**config.mk**
```make
export PLATFORM = sky130hd
export DESIGN_NAME = pbus_mem_slave
export DESIGN_NICKNAME = d
export VERILOG_FILES = /design/src/rtl/pbus_pkg.sv /design/src/rtl/pbus_wired_and.sv /design/src/rtl/pbus_sense.sv /design/src/rtl/pbus_store.sv /design/src/rtl/pbus_pull_drv.sv /design/src/rtl/pbus_mem_slave.sv
export SDC_FILE = /design/constraint.sdc
export NUM_CORES = 1
export LEC_CHECK = 0
export ABC_AREA = 1
export BUFFER_PORTS_ARGS = -buffer_cell sky130_fd_sc_hd__buf_2
export CORE_MARGIN = 3
export CORE_UTILIZATION = 50
export CTS_CLUSTER_SIZE = 16
export DETAILED_ROUTE_END_ITERATION = 6
export GPL_ROUTABILITY_DRIVEN = 0
export HOLD_SLACK_MARGIN = 0.12
export PLACE_DENSITY = 0.72
export SYNTH_ARGS = -nofsm -noshare
export SYNTH_HDL_FRONTEND = slang
export SYNTH_SLANG_ARGS = --single-unit
```
**constraint.sdc**
```tcl
create_clock -name clk -period 2.15 [get_ports clk]
set_input_delay 0.43 -clock clk [delete_from_list [all_inputs] [get_ports clk]]
set_output_delay 0.43 -clock clk [all_outputs]
set_load 0.02 [all_outputs]
```
**src/rtl/pbus_pkg.sv**
```systemverilog
package pbus_pkg;

  localparam int unsigned CMD_W = 2;

  typedef enum logic [1:0] {
    OP_IDLE  = 2'b00,
    OP_READ  = 2'b01,
    OP_WRITE = 2'b10,
    OP_BOTH  = 2'b11
  } pbus_op_e;

  // Both command lines are active low: a line at 0 asserts its command.
  function automatic pbus_op_e decode_cmd(input logic rd_line, input logic wr_line);
    return pbus_op_e'({~wr_line, ~rd_line});
  endfunction

  function automatic logic op_reads(input pbus_op_e op);
    return op[0];
  endfunction

  function automatic logic op_writes(input pbus_op_e op);
    return op[1];
  endfunction

  // One line of the wired-AND: high unless precharge is off and someone sinks it.
  function automatic logic line_level(input logic pch, input logic pull_a, input logic pull_b);
    return pch | ~(pull_a | pull_b);
  endfunction

  // Data line pull for one stored bit: sink the line when the bit is 0.
  function automatic logic bit_pull(input logic active, input logic stored);
    return active & ~stored;
  endfunction

endpackage

```
**src/rtl/pbus_wired_and.sv**
```systemverilog
module pbus_wired_and
  import pbus_pkg::*;
#(
  parameter int unsigned W = 12
) (
  input  logic         precharge,
  input  logic [W-1:0] pull_a,
  input  logic [W-1:0] pull_b,
  output logic [W-1:0] level
);

  for (genvar i = 0; i < W; i++) begin : g_line
    assign level[i] = line_level(precharge, pull_a[i], pull_b[i]);
  end

endmodule

```
**src/rtl/pbus_sense.sv**
```systemverilog
module pbus_sense
  import pbus_pkg::*;
#(
  parameter int unsigned DATA_W = 8,
  parameter int unsigned ADDR_W = 2,
  localparam int unsigned BUS_W = DATA_W + ADDR_W + CMD_W,
  localparam int unsigned RD_IDX = DATA_W + ADDR_W,
  localparam int unsigned WR_IDX = DATA_W + ADDR_W + 1
) (
  input  logic              clk,
  input  logic              rst_n,
  input  logic              precharge,
  input  logic [BUS_W-1:0]  level,
  output logic              rd_lat,
  output logic [ADDR_W-1:0] addr_lat,
  output logic              wr_now,
  output logic [ADDR_W-1:0] addr_now,
  output logic [DATA_W-1:0] data_now,
  output logic              reeval
);

  pbus_op_e    op_now;
  logic        rd_now;

  assign op_now   = decode_cmd(level[RD_IDX], level[WR_IDX]);
  assign rd_now   = ~precharge & op_reads(op_now);
  assign wr_now   = ~precharge & op_writes(op_now);
  assign addr_now = level[RD_IDX-1:DATA_W];
  assign data_now = level[DATA_W-1:0];

  // The output must be re-evaluated when the read state flips, or when a
  // read continues at a new address.
  assign reeval = ~precharge &
                  ((rd_now != rd_lat) || (rd_now && (addr_now != addr_lat)));

  always_ff @(posedge clk) begin
    if (!rst_n) begin
      rd_lat   <= 1'b0;
      addr_lat <= '0;
    end else if (!precharge) begin
      rd_lat   <= rd_now;
      addr_lat <= addr_now;
    end
  end

endmodule

```
**src/rtl/pbus_store.sv**
```systemverilog
module pbus_store #(
  parameter int unsigned DATA_W = 8,
  parameter int unsigned ADDR_W = 2,
  localparam int unsigned WORDS = 1 << ADDR_W
) (
  input  logic              clk,
  input  logic              rst_n,
  input  logic              wr_en,
  input  logic [ADDR_W-1:0] wr_addr,
  input  logic [DATA_W-1:0] wr_data,
  input  logic [ADDR_W-1:0] rd_addr,
  output logic [DATA_W-1:0] rd_word
);

  logic [DATA_W-1:0] words [WORDS];

  for (genvar w = 0; w < WORDS; w++) begin : g_word
    logic hit;
    assign hit = wr_en && (wr_addr == ADDR_W'(w));
    always_ff @(posedge clk) begin
      if (!rst_n)   words[w] <= '0;
      else if (hit) words[w] <= wr_data;
    end
  end

  assign rd_word = words[rd_addr];

endmodule

```
**src/rtl/pbus_pull_drv.sv**
```systemverilog
module pbus_pull_drv
  import pbus_pkg::*;
#(
  parameter int unsigned DATA_W = 8
) (
  input  logic              precharge,
  input  logic              rd_lat,
  input  logic [DATA_W-1:0] rd_word,
  output logic [DATA_W-1:0] pull
);

  logic active;
  assign active = rd_lat & ~precharge;

  for (genvar b = 0; b < DATA_W; b++) begin : g_bit
    assign pull[b] = bit_pull(active, rd_word[b]);
  end

endmodule

```
**src/rtl/pbus_mem_slave.sv**
```systemverilog
module pbus_mem_slave
  import pbus_pkg::*;
#(
  parameter int unsigned DATA_W = 8,
  parameter int unsigned ADDR_W = 2,
  localparam int unsigned BUS_W = DATA_W + ADDR_W + CMD_W
) (
  input  logic              clk,
  input  logic              rst_n,
  input  logic              precharge,
  input  logic [BUS_W-1:0]  master_pull,
  output logic [BUS_W-1:0]  bus_level,
  output logic [DATA_W-1:0] mem_pull
);

  logic              rd_lat;
  logic [ADDR_W-1:0] addr_lat;
  logic              wr_now;
  logic [ADDR_W-1:0] addr_now;
  logic [DATA_W-1:0] data_now;
  logic              reeval;
  logic [DATA_W-1:0] rd_word;
  logic [BUS_W-1:0]  slave_pull;

  // The slave only ever sinks data lines.
  assign slave_pull = {{(BUS_W-DATA_W){1'b0}}, mem_pull};

  pbus_wired_and #(.W(BUS_W)) u_bus (
    .precharge (precharge),
    .pull_a    (master_pull),
    .pull_b    (slave_pull),
    .level     (bus_level)
  );

  pbus_sense #(.DATA_W(DATA_W), .ADDR_W(ADDR_W)) u_sense (
    .clk       (clk),
    .rst_n     (rst_n),
    .precharge (precharge),
    .level     (bus_level),
    .rd_lat    (rd_lat),
    .addr_lat  (addr_lat),
    .wr_now    (wr_now),
    .addr_now  (addr_now),
    .data_now  (data_now),
    .reeval    (reeval)
  );

  pbus_store #(.DATA_W(DATA_W), .ADDR_W(ADDR_W)) u_store (
    .clk     (clk),
    .rst_n   (rst_n),
    .wr_en   (wr_now),
    .wr_addr (addr_now),
    .wr_data (data_now),
    .rd_addr (addr_lat),
    .rd_word (rd_word)
  );

  pbus_pull_drv #(.DATA_W(DATA_W)) u_drv (
    .precharge (precharge),
    .rd_lat    (rd_lat),
    .rd_word   (rd_word),
    .pull      (mem_pull)
  );

endmodule

```
==> results of run 1 <==
cells by family after synthesis:
| logic type | count (synthesis) | synth area share [%] |
|---|---|---|
| flip-flops | 37 | 57.77 |
| buffers and inverters | 32 | 8.855 |
| AO/OA/AOI/OAI | 7 | 2.589 |
| AND/OR/NAND/NOR | 124 | 30.79 |
area by class of cell:
| cell class | count | area (um^2) |
|---|---|---|
| fill | 316 | 1301 |
| sequential | 37 | 1061 |
| multi-input combinational | 131 | 613.1 |
| timing repair buffer | 41 | 222.7 |
| inverter | 26 | 105.1 |
| clock buffer | 5 | 68.82 |
| tap | 46 | 57.56 |
| clock inverter | 3 | 12.51 |
synth_stat cells (all sizes together):
master  instances  area share (%)
nand4           4             1.4
nor2           37             7.8
dfxtp           5             5.4
edfxtp         32              52
o31ai           4             1.6
nand3          16             4.4
buf             6             3.1
a21boi          1            0.41
inv            26             5.7
nand2          67              17
o21ai           2            0.54
tightest hold or removal path: stages:
cell and delay [ns]:
buf_2 0.10, nand2_1 0.07, a21boi_0 0.08
path summary, 6_finish.rpt:
kind / startpoint / end / slack, ns / depth (start not counted)
max: register / bus_level[3] / 0.18 / 9
min: master_pull[10] / u_sense.rd_lat / 0.44 / 3
max reg2reg: register / u_store.words[2][3] / 0.76 / 8
min reg2reg: u_sense.rd_lat / u_sense.rd_lat / 0.50 / 2
through the flow:
stage	hold WS, ns	utilization (%)	area, um^2	instances
floorplan	0.4504	-	1837	200
global placement	0.5044	59.83	2059	281
detailed placement	0.4947	59.83	2059	281
CTS	0.4452	62.20	2141	289
global route	0.4931	62.20	2141	289
finish	0.4435	62.20	2141	289
where the power goes:
group | internal [mW] | switching, mW | total (mW)
combinational | 0.0727 | 0.151 | 0.224
sequential | 0.818 | 0.0121 | 0.830
clock | 0.218 | 0.233 | 0.451
per-layer routing:
layer  vias to the layer above  part of all wire (%)
met5                         -                     0
met4                         0                   1.0
met3                         4                   6.9
met2                        44                    47
met1                       658                    45
li1                        727                     -
flip-flops by register name, summed over array words and instances (netlist names), named ones only:
| signal | flops |
|---|---|
| u_sense.rd_lat | 1 |
| u_sense.addr_lat | 2 |
| u_store.words | 32 |
==> impl_metrics.tcl, run 1 <==
set metrics [dict create \
    status "completed" \
    viasPerCell 4.958 \
    fp.dieH_um 66.61 \
    grt_busiest_layer "met2" \
    met2_usage_pct 31.19 \
    cts_max_level 2 \
    cp_data_required_time_ns 1.72 \
    path_cells "buf_4, inv_8, nand2_1, nand3_1, nand2_1, nand2_2, nand2_2, inv_1, buf_2" \
    postCtsSetupBuffers 0 \
    cts_buffers 5 \
    timing.final.max_slew_violations 0 \
    io_pins 35 \
    critPathCaptureType "output port" \
    path_buf_inv 4 \
    synth_seq_cells 37 \
    setup_viol 0 \
    ys_seq_area_share_pct 57.77 \
    clk_pin_slew_ns 0.07 \
    overflow 0 \
    cts_sinks 37 \
    fp.coreArea_um2 3442 \
    initial_core_util_pct 53.36 \
    clock_path_buffers 2 \
    std_cell_rows 21 \
    fin_nets 257 \
    fmax_ghz 0.5064 \
    wirelength_um 4099 \
    fin_crit_ns 1.975 \
    synth_fp_nets 215 \
    relSlewSlack_pct 67.89 \
    final_cell_mix "nand2_1, nor2_1, buf_2, edfxtp_1, nand2_2" \
    drv_cap 0 \
    cts_resized 0 \
    holdBufCountCts 0 \
    use_met3_pct 4.722 \
    io_buffers 34 \
    hold_class "in2reg" \
    syn_inst 200 \
    synth.avg_cell_area_um2 9.184 \
    setup_tns_ns 0 \
    start_kind "register" \
    drt_iter0_drc 92 \
    hold_viol_final 0 \
    vias 1433 \
    ys_types 17 \
    worst-setup-path-type "reg2out" \
    peakVddDrop_v 0.0004941 \
    post-route-period-util_pct 91.84 \
    first_pass_iters 4 \
    slowest_stage "dfxtp_1" \
    met1_usage_pct 27.62 \
    grt_max_degree 17 \
    tightestPinTransition_ns 0.4802 \
    cpLargestDelayFamily "buffers and inverters" \
    drc_errors 0 \
    grt_pass1_vias 1314 \
    dieArea_um2 4437 \
    power.total_mw 1.505 \
    area_growth_pct 16.55 \
    power_density_nw_per_um2 703.1 \
    leakage_nw 1.013 \
    drive_gt1_share_pct 32.10 \
    hpwl_um 2877 \
    root_buffer "clkbuf_8" \
    gr-usage-all-layers_pct 20.23 \
    antenna_found_initial 0 \
    drtAntennaViolNets 0 \
    finalWorstSetupSlack_ns 0.1754 \
    worstPathArrival_ns 1.54 \
    rsz0062_at_grt "false" \
    grt_first_pass_wirelength_um 6382 \
    syn-cell-area_um2 1837 \
    pre_cts_ws_ns 0.2448 \
    final_common_cell "nand2_1" \
    cts_tree "done" \
    die_w_um 66.61 \
    yosysWarnings 0 \
    antenna_cells 0 \
    wire_per_inst_um 14.18 \
    crit_fanout 16 \
    cpPeakStageDelay_ns 0.33 \
    clk_latency_ns 0.28 \
    fin_skew_ns 0.007041 \
]
Power figures use the tool's default switching activity.
==> run 2: changes to the inputs <==
CORE_ASPECT_RATIO = 0.9   (was default)
PLACE_DENSITY = 0.81   (was 0.72)
TNS_END_PERCENT = 5   (was default)
==> run 2 against run 1 <==
Die area hardly changed. Sequential share of layout area rose by 0.35 points. Cell count is 1.4% lower. Power shrank 0.63%. Setup slack got worse by 0.018 ns. Maximum frequency fell by 0.91%. Sequential power barely moved. Hold slack worse by 0.013 ns.
==> impl_metrics.tcl, run 2 (synthesized netlist as in run 1, its figures left out) <==
set metrics [dict create \
    status "completed" \
    relSlewSlack_pct 66.36 \
    largestRegisters "u_store.words x32, u_sense.addr_lat x2, u_sense.rd_lat x1" \
    wirelength_um 4141 \
    clock_path_buffers 2 \
    gr-usage-all-layers_pct 19.33 \
    root_buffer "clkbuf_8" \
    drive_gt1_share_pct 31.54 \
    fp.coreArea_um2 3453 \
    io_buffers 34 \
    setup_viol 0 \
    grt_first_pass_wirelength_um 6423 \
    fin_nets 256 \
    cts_sinks 37 \
    hpwl_um 2837 \
    tightestPinTransition_ns 0.5032 \
    viasPerCell 5.165 \
    drtAntennaViolNets 0 \
    timing.final.max_slew_violations 0 \
    wire_per_inst_um 14.53 \
    crit_fanout 17 \
    cts_max_level 2 \
    largest_reg_flops 32 \
    leakage_nw 1.003 \
    std_cell_rows 20 \
    hold_class "in2reg" \
    grt_max_degree 18 \
    cts_resized 0 \
    drv_cap 0 \
    worst-setup-path-type "reg2out" \
    cp_data_required_time_ns 1.72 \
    fmax_ghz 0.5018 \
    vias 1472 \
    fillers 274 \
    fin_crit_ns 1.993 \
    drt_iter0_drc 109 \
    regMostFlops "u_store.words" \
    peakVddDrop_v 0.0004013 \
    grt_pass1_vias 1401 \
    start_kind "register" \
    dieArea_um2 4438 \
    worstPathArrival_ns 1.56 \
    power_density_nw_per_um2 703.6 \
    holdBufCountCts 0 \
    post-route-period-util_pct 92.68 \
    die_w_um 69.89 \
    antenna_cells 0 \
    final_cell_mix "nand2_1, nor2_1, buf_2, edfxtp_1, nand2_2" \
    initial_core_util_pct 53.19 \
    cts_buffers 5 \
    final_common_cell "nand2_1" \
    finalNonFillerCells 285 \
    hold_viol_final 0 \
    setup_tns_ns 0 \
    fp.dieH_um 63.50 \
    drc_errors 0 \
    first_pass_iters 4 \
    fin_skew_ns 0.003935 \
    cts_tree "done" \
    io_pins 35 \
    area_growth_pct 15.74 \
    critPathCaptureType "output port" \
    overflow 0 \
    postCtsSetupBuffers 0 \
    clk_latency_ns 0.28 \
    rsz0062_at_grt "false" \
    dp.cells 278 \
    antenna_found_initial 0 \
    clk_pin_slew_ns 0.06 \
]
## run 2: cell type report
type / instances / area (um^2) / share of cell area [%]
timing repair buffer: 40 / 215.2 / 10.12
sequential: 37 / 1061 / 49.91
multi-input combinational: 131 / 613.1 / 28.84
clock inverter: 1 / 3.754 / 0.1766
tap: 44 / 55.05 / 2.590
inverter: 26 / 105.1 / 4.944
clock buffer: 6 / 72.57 / 3.414
## run 2: final timing paths
kind | start | to | slack [ns] | cells past startpoint
min reg2reg | u_sense.rd_lat | u_sense.rd_lat | 0.48 | 2
max reg2reg | register | u_store.words[2][2] | 0.75 | 8
max | register | bus_level[2] | 0.16 | 9
min | master_pull[10] | u_sense.rd_lat | 0.43 | 3
## run 2: worst max-delay path: stages (launching register included)
cell	delay [ns]
dfxtp_1	0.31
buf_4	0.24
inv_8	0.11
nand2_2	0.07
nand3_1	0.07
nand2_1	0.10
nand2_2	0.07
nand2_2	0.11
inv_1	0.05
buf_2	0.15
## run 2: where the power goes
part           switching (mW)  total, mW  internal [mW]
sequential             0.0117      0.830          0.819
combinational           0.152      0.223         0.0711
clock                   0.224      0.442          0.218
## run 2: routing by layer
layer  vias to the layer above  global-route usage [%]  part of all wire, %
li1                        722                       -                    -
met1                       660                   22.91                   41
met2                        80                   31.60                   47
met3                        10                   6.380                  9.8
met4                         0                   9.330                  2.5
met5                         -                       0                    0
## run 2: metrics by stage
stage	instance area (um^2)	util, %	setup WS (ns)	total power [mW]	hold slack [ns]
CTS	2126	61.56	0.1505	1.494	0.4251
global route	2126	61.56	0.008881	1.546	0.4390
floorplan	1837	-	0.2963	1.000	0.4504
detailed placement	2049	59.35	0.2961	1.070	0.4691
global placement	2049	59.35	0.3332	1.065	0.4785
finish	2126	61.56	0.1573	1.496	0.4304
